File: config.mk
export PLATFORM = sky130hd
export DESIGN_NAME = card_cycle_timer
export DESIGN_NICKNAME = d
export VERILOG_FILES = /design/src/rtl/cct_pkg.sv /design/src/rtl/cct_regs.sv /design/src/rtl/cct_len_calc.sv /design/src/rtl/cct_seq.sv /design/src/rtl/card_cycle_timer.sv
export SDC_FILE = /design/constraint.sdc
export NUM_CORES = 1
export LEC_CHECK = 0
export BUFFER_PORTS_ARGS = -buffer_cell sky130_fd_sc_hd__buf_2
export CORE_MARGIN = 4
export CORE_UTILIZATION = 35
export DETAILED_ROUTE_END_ITERATION = 10
export GPL_TIMING_DRIVEN = 0
export SETUP_SLACK_MARGIN = 0.1
export SLEW_MARGIN = 25
export SYNTH_ARGS = -nofsm -noshare
export SYNTH_HDL_FRONTEND = slang
export SYNTH_SLANG_ARGS = --single-unit
File: constraint.sdc
create_clock -name clk -period 4.62 [get_ports clk]
set_input_delay 0.924 -clock clk [delete_from_list [all_inputs] [get_ports clk]]
set_output_delay 0.924 -clock clk [all_outputs]
set_load 0.02 [all_outputs]
File: src/rtl/cct_pkg.sv
// Shared types for the card access phase timer.
// Assumes: three timing registers in a fixed order setup, command, recovery.
package cct_pkg;
    typedef enum logic [1:0] {
        PH_IDLE  = 2'd0,
        PH_SETUP = 2'd1,
        PH_CMD   = 2'd2,
        PH_REC   = 2'd3
    } phase_e;

    localparam int unsigned N_TREG  = 3;
    localparam int unsigned T_SETUP = 0;
    localparam int unsigned T_CMD   = 1;
    localparam int unsigned T_REC   = 2;
endpackage

File: src/rtl/cct_regs.sv
// Timing register file: three byte registers at consecutive indices from
// BASE_IDX, with reset defaults and a combinational read port.
// Assumes: single write port, writes take one clock, unmapped reads return 0.
module cct_regs
    import cct_pkg::*;
#(
    parameter int unsigned     DATA_W    = 8,
    parameter int unsigned     ADDR_W    = 8,
    parameter logic [ADDR_W-1:0] BASE_IDX = 8'h3A,
    parameter logic [DATA_W-1:0] SETUP_DEF = 8'h01,
    parameter logic [DATA_W-1:0] CMD_DEF   = 8'h06,
    parameter logic [DATA_W-1:0] REC_DEF   = 8'h03
) (
    input  logic                          clk,
    input  logic                          rst_n,
    input  logic                          we_i,
    input  logic [ADDR_W-1:0]             addr_i,
    input  logic [DATA_W-1:0]             wdata_i,
    output logic [DATA_W-1:0]             rdata_o,
    output logic [N_TREG-1:0][DATA_W-1:0] treg_o
);
    localparam logic [N_TREG-1:0][DATA_W-1:0] DEFS = {REC_DEF, CMD_DEF, SETUP_DEF};

    logic [N_TREG-1:0] hit;

    for (genvar g = 0; g < N_TREG; g++) begin : g_treg
        // Address decode for register g.
        assign hit[g] = (addr_i == ADDR_W'(BASE_IDX + ADDR_W'(g)));

        // Hold register g, loading its default on reset.
        always_ff @(posedge clk) begin
            if (!rst_n)
                treg_o[g] <= DEFS[g];
            else if (we_i && hit[g])
                treg_o[g] <= wdata_i;
        end
    end

    // Return the addressed register, or zero when nothing matches.
    always_comb begin
        rdata_o = '0;
        for (int i = 0; i < N_TREG; i++)
            if (hit[i]) rdata_o = treg_o[i];
    end
endmodule

File: src/rtl/cct_len_calc.sv
// Converts one timing register into an interval length in clocks:
// (multiplier << (PRE_STEP * prescaler code)) + 1.
// Assumes: DATA_W = MULT_W + PSEL_W and CNT_W holds the largest length.
module cct_len_calc #(
    parameter int unsigned DATA_W   = 8,
    parameter int unsigned MULT_W   = 6,
    parameter int unsigned PSEL_W   = 2,
    parameter int unsigned PRE_STEP = 4,
    parameter int unsigned CNT_W    = 19
) (
    input  logic [DATA_W-1:0] treg_i,
    output logic [CNT_W-1:0]  len_o
);
    logic [CNT_W-1:0] mult_ext;
    logic [31:0]      shamt;

    // Split the register into its multiplier and prescaler shift.
    always_comb begin
        mult_ext = CNT_W'(treg_i[MULT_W-1:0]);
        shamt    = 32'(treg_i[MULT_W +: PSEL_W]) * PRE_STEP;
        len_o    = (mult_ext << shamt) + CNT_W'(1);
    end
endmodule

File: src/rtl/cct_seq.sv
// Phase sequencer: on a request while idle, snapshots the three interval
// lengths and steps setup -> command -> recovery, then pulses done.
// Assumes: every length is at least 1; requests during an access are dropped.
module cct_seq
    import cct_pkg::*;
#(
    parameter int unsigned CNT_W = 19
) (
    input  logic                         clk,
    input  logic                         rst_n,
    input  logic                         req_i,
    input  logic [N_TREG-1:0][CNT_W-1:0] len_i,
    output phase_e                       phase_o,
    output logic                         done_o
);
    phase_e           phase_q;
    logic [CNT_W-1:0] cnt_q;
    logic [CNT_W-1:0] cmd_len_q;
    logic [CNT_W-1:0] rec_len_q;
    logic             last;

    assign last    = (cnt_q == '0);
    assign phase_o = phase_q;

    // Advance the phase machine and its down-counter.
    always_ff @(posedge clk) begin
        if (!rst_n) begin
            phase_q   <= PH_IDLE;
            cnt_q     <= '0;
            cmd_len_q <= '0;
            rec_len_q <= '0;
            done_o    <= 1'b0;
        end else begin
            done_o <= 1'b0;
            unique case (phase_q)
                PH_IDLE: if (req_i) begin
                    phase_q   <= PH_SETUP;
                    cnt_q     <= len_i[T_SETUP] - CNT_W'(1);
                    cmd_len_q <= len_i[T_CMD];
                    rec_len_q <= len_i[T_REC];
                end
                PH_SETUP: if (last) begin
                    phase_q <= PH_CMD;
                    cnt_q   <= cmd_len_q - CNT_W'(1);
                end else cnt_q <= cnt_q - CNT_W'(1);
                PH_CMD: if (last) begin
                    phase_q <= PH_REC;
                    cnt_q   <= rec_len_q - CNT_W'(1);
                end else cnt_q <= cnt_q - CNT_W'(1);
                PH_REC: if (last) begin
                    phase_q <= PH_IDLE;
                    done_o  <= 1'b1;
                end else cnt_q <= cnt_q - CNT_W'(1);
                default: phase_q <= PH_IDLE;
            endcase
        end
    end
endmodule

File: src/rtl/card_cycle_timer.sv
// Top level of the card access phase timer: register file, one length
// calculator per timing register, and the phase sequencer.
// Assumes: one clock domain; the clock period is the timing unit.
module card_cycle_timer
    import cct_pkg::*;
#(
    parameter int unsigned MULT_W   = 6,
    parameter int unsigned PSEL_W   = 2,
    parameter int unsigned PRE_STEP = 4,
    parameter int unsigned ADDR_W   = 8,
    parameter logic [ADDR_W-1:0] BASE_IDX = 8'h3A
) (
    input  logic              clk,
    input  logic              rst_n,
    input  logic              cyc_req,
    output logic              cyc_busy,
    output logic              addr_phase,
    output logic              cmd_strobe,
    output logic              rec_phase,
    output logic              cyc_done,
    input  logic              reg_we,
    input  logic [ADDR_W-1:0] reg_addr,
    input  logic [MULT_W+PSEL_W-1:0] reg_wdata,
    output logic [MULT_W+PSEL_W-1:0] reg_rdata
);
    localparam int unsigned DATA_W = MULT_W + PSEL_W;
    localparam int unsigned CNT_W  = MULT_W + PRE_STEP * ((1 << PSEL_W) - 1) + 1;

    logic [N_TREG-1:0][DATA_W-1:0] treg;
    logic [N_TREG-1:0][CNT_W-1:0]  len;
    phase_e                        phase;

    cct_regs #(
        .DATA_W   (DATA_W),
        .ADDR_W   (ADDR_W),
        .BASE_IDX (BASE_IDX)
    ) u_regs (
        .clk     (clk),
        .rst_n   (rst_n),
        .we_i    (reg_we),
        .addr_i  (reg_addr),
        .wdata_i (reg_wdata),
        .rdata_o (reg_rdata),
        .treg_o  (treg)
    );

    for (genvar g = 0; g < N_TREG; g++) begin : g_len
        cct_len_calc #(
            .DATA_W   (DATA_W),
            .MULT_W   (MULT_W),
            .PSEL_W   (PSEL_W),
            .PRE_STEP (PRE_STEP),
            .CNT_W    (CNT_W)
        ) u_len (
            .treg_i (treg[g]),
            .len_o  (len[g])
        );
    end

    cct_seq #(.CNT_W(CNT_W)) u_seq (
        .clk     (clk),
        .rst_n   (rst_n),
        .req_i   (cyc_req),
        .len_i   (len),
        .phase_o (phase),
        .done_o  (cyc_done)
    );

    // Decode the phase into the external strobes.
    always_comb begin
        addr_phase = (phase == PH_SETUP);
        cmd_strobe = (phase == PH_CMD);
        rec_phase  = (phase == PH_REC);
        cyc_busy   = (phase != PH_IDLE);
    end
endmodule

==> reports/results.txt <==
CTS buffer count = 9
hold-fix buffers at CTS = 0
CTS Buffer Depth = 2
RSZ-0062 raised after global routing = false
Post-Syn Instances = 705
Final Setup Violations = 0
minimum clock period = 3696 ps
Ant. Diodes = 0
final number of max-transition violations = 0
GR Overflow Total = 0
Setup crit end kind = output pin
pwr/cell area = 619.5 nW/µm²
Int Power = 1.903 mW
VDD IR-drop max = 0.2177 mV
DRT Pass-1 Iters = 6
LEAKAGE = 2.212 nW
IO Port Bufs = 31
combinational group share of total power = 55.5%
Post-Syn Area = 5298 µm²
Synthesized Nets = 735
DRT iter0 DRCs = 649
initial antenna violation count = 0
Synth Area per Inst = 7.514 µm²
max_cap viols = 0
Clk network pwr share = 19.2%
maximum operating frequency = 270.5 MHz
Least-Margin Pin Slew = 1005 ps
post-route cell area = 5977 µm²
Worst EP arrival = 2770 ps
crit share post-route = 80.01%
GRT Total Usage = 21.83%
GPL Wtd Cong = 0.9120
# nets final = 777
layout cell share with drive strength beyond 1 = 9.176%
type of the worst min-delay path = flip-flop to flip-flop
Post-DP Area = 5689 µm²
outcome = completed
Reg power frac = 25.3%
ys async rst share = 0%
post-synthesis sequential area ratio = 31.74%
CTS tree = built
Avg Vias per Cell = 5.955
most common cell in the synthesized netlist = dfxtp_1
IO Pins = 33
deepest level of the CTS H-tree = 3
first-pass GRT wire length = 28.64 mm
Sw Pwr = 1.799 mW
Detailed Route WL = 18.00 mm
vias = 5574
CP Max Fanout = 10
Resize count post-CTS = 0
clk_lat worst skew = 360 ps
Post-Place Cells = 920
CTS root buf = clkbuf_16
Finished Layout Cells = 936
final hold vios = 0
Setup TNS = 0 ps
top_reg_cell synth = dfxtp_1
WL/cell = 19.23 µm
drt drc = 0
Initial Util = 36.04%
Tot Pwr = 3.703 mW
die footprint = 17170 µm²
Clk pin slew, worst setup/hold paths = 70 ps
post-CTS setup buffers = 0
top post-synthesis cells by area = dfxtp_1 32%, nor2_1 5.0%, a21oi_1 4.9%
Cell Rows = 44
core area = 14700 µm²
clk sinks = 84
switching part of the total = 48.59%
Chip Height = 131.0 µm
slew margin rel. = 32.43%
Synth Register Bits = 84
largest area contributor in the netlist = dfxtp_1
Worst EP required = 3700 ps
Detail Placement HPWL = 13.45 mm
largest net degree at the start of global routing = 17
WS Path Type = primary input to output pin
Clock Skew = 10.10 ps
Setup WS pre-CTS = 668.3 ps
Min Hold Slack = 483.9 ps
number of synthesized flops with an enable pin = 0
number of global-route vias before repair = 5137
Die Width = 131.0 µm
Routed Antenna Nets = 0
startpoint types = primary input
Yosys cell types = 62
top cells by count, synth = 84 x dfxtp_1, 71 x nor2_1, 66 x nand2_1
fin util = 40.66%
Final WS setup = 923.7 ps
Synth Warn # = 0
post-synth top area share = 31.74%
area grow syn2layout = 12.82%
[worst paths after layout]
| kind | start | to | slack (ps) | cells after the start |
|---|---|---|---|---|
| max | reg_addr[7] | reg_rdata[6] | 920 | 8 |
| min reg2reg | u_seq.cmd_len_q[1] | u_seq.cmd_len_q[1] | 480 | 2 |
| min | u_seq.cmd_len_q[1] | u_seq.cmd_len_q[1] | 480 | 2 |
| max reg2reg | u_seq.cnt_q[0] | u_seq.cnt_q[15] | 1550 | 9 |
[logic make-up after synthesis]
group           after synthesis  share of synthesized area (%)
simple gates                303                          28.86
compound gates              180                          22.63
flops                        84                          31.74
buf+inv                      77                          5.763
xor+xnor                     42                          6.944
fa+ha+maj                    10                          2.362
mux                           9                          1.701
[area by class of cell]
type	instances	area, µm²
multi-input combinational	544	3323
inverter	23	86.33
sequential	84	1682
clock inverter	7	56.30
clock buffer	9	225.2
buffer	54	219.0
timing repair buffer	31	155.1
tap	184	230.2
fill	1516	8722
[worst max-delay path, cell delays in order]
cell and delay (ps):
buf_2 100, nor2_1 90, nand4_1 180, nor4b_2 680, clkbuf_1 400, a222oi_1 170, inv_1 80, buf_2 160
[power by group through the flow]
| stage | clock [mW] | combinational (mW) | sequential [mW] |
|---|---|---|---|
| 3_3_place_gp | 0 | 2.00 | 0.949 |
| 2_1_floorplan | 0 | 1.47 | 0.916 |
| 5_1_grt | 0.760 | 2.22 | 0.956 |
| 6_report | 0.711 | 2.06 | 0.936 |
| 4_1_cts | 0.726 | 2.00 | 0.932 |
| 3_5_place_dp | 0 | 1.99 | 0.949 |
[cell usage in the layout (no fill, tap or decap), types with 5 or more instances in the layout]
| master | instances |
|---|---|
| a211oi_1 | 9 |
| a21oi_1 | 52 |
| a222oi_1 | 8 |
| a22oi_1 | 22 |
| a31oi_1 | 8 |
| and2_1 | 7 |
| and3_1 | 7 |
| buf_2 | 35 |
| clkbuf_1 | 48 |
| clkbuf_16 | 9 |
| dfxtp_1 | 84 |
| ha_1 | 10 |
| inv_1 | 20 |
| mux2i_1 | 9 |
| nand2_1 | 66 |
| nand3_1 | 47 |
| nand4_1 | 15 |
| nor2_1 | 71 |
| nor2b_1 | 7 |
| nor3_1 | 25 |
| nor4_1 | 20 |
| o211ai_1 | 6 |
| o21ai_0 | 28 |
| o22ai_1 | 6 |
| o31ai_1 | 7 |
| or3_1 | 5 |
| or4_1 | 11 |
| xnor2_1 | 23 |
| xor2_1 | 19 |
[registers in the layout, summed over array words and instances, names as in the netlist]
register         cells
u_seq.rec_len_q     19
u_seq.cmd_len_q     19
u_regs.treg_o       24
u_seq.phase_o        2
u_seq.cnt_q         19
u_seq.done_o         1
[routing by layer]
metal	vias up	wire length, µm	track usage (%)
li1	2687	-	-
met1	2591	8272	30.28
met2	254	7833	32.59
met3	42	1286	5.732
met4	0	605	7.925
met5	-	0	0
No activity file was read; power rests on OpenSTA's default activity.
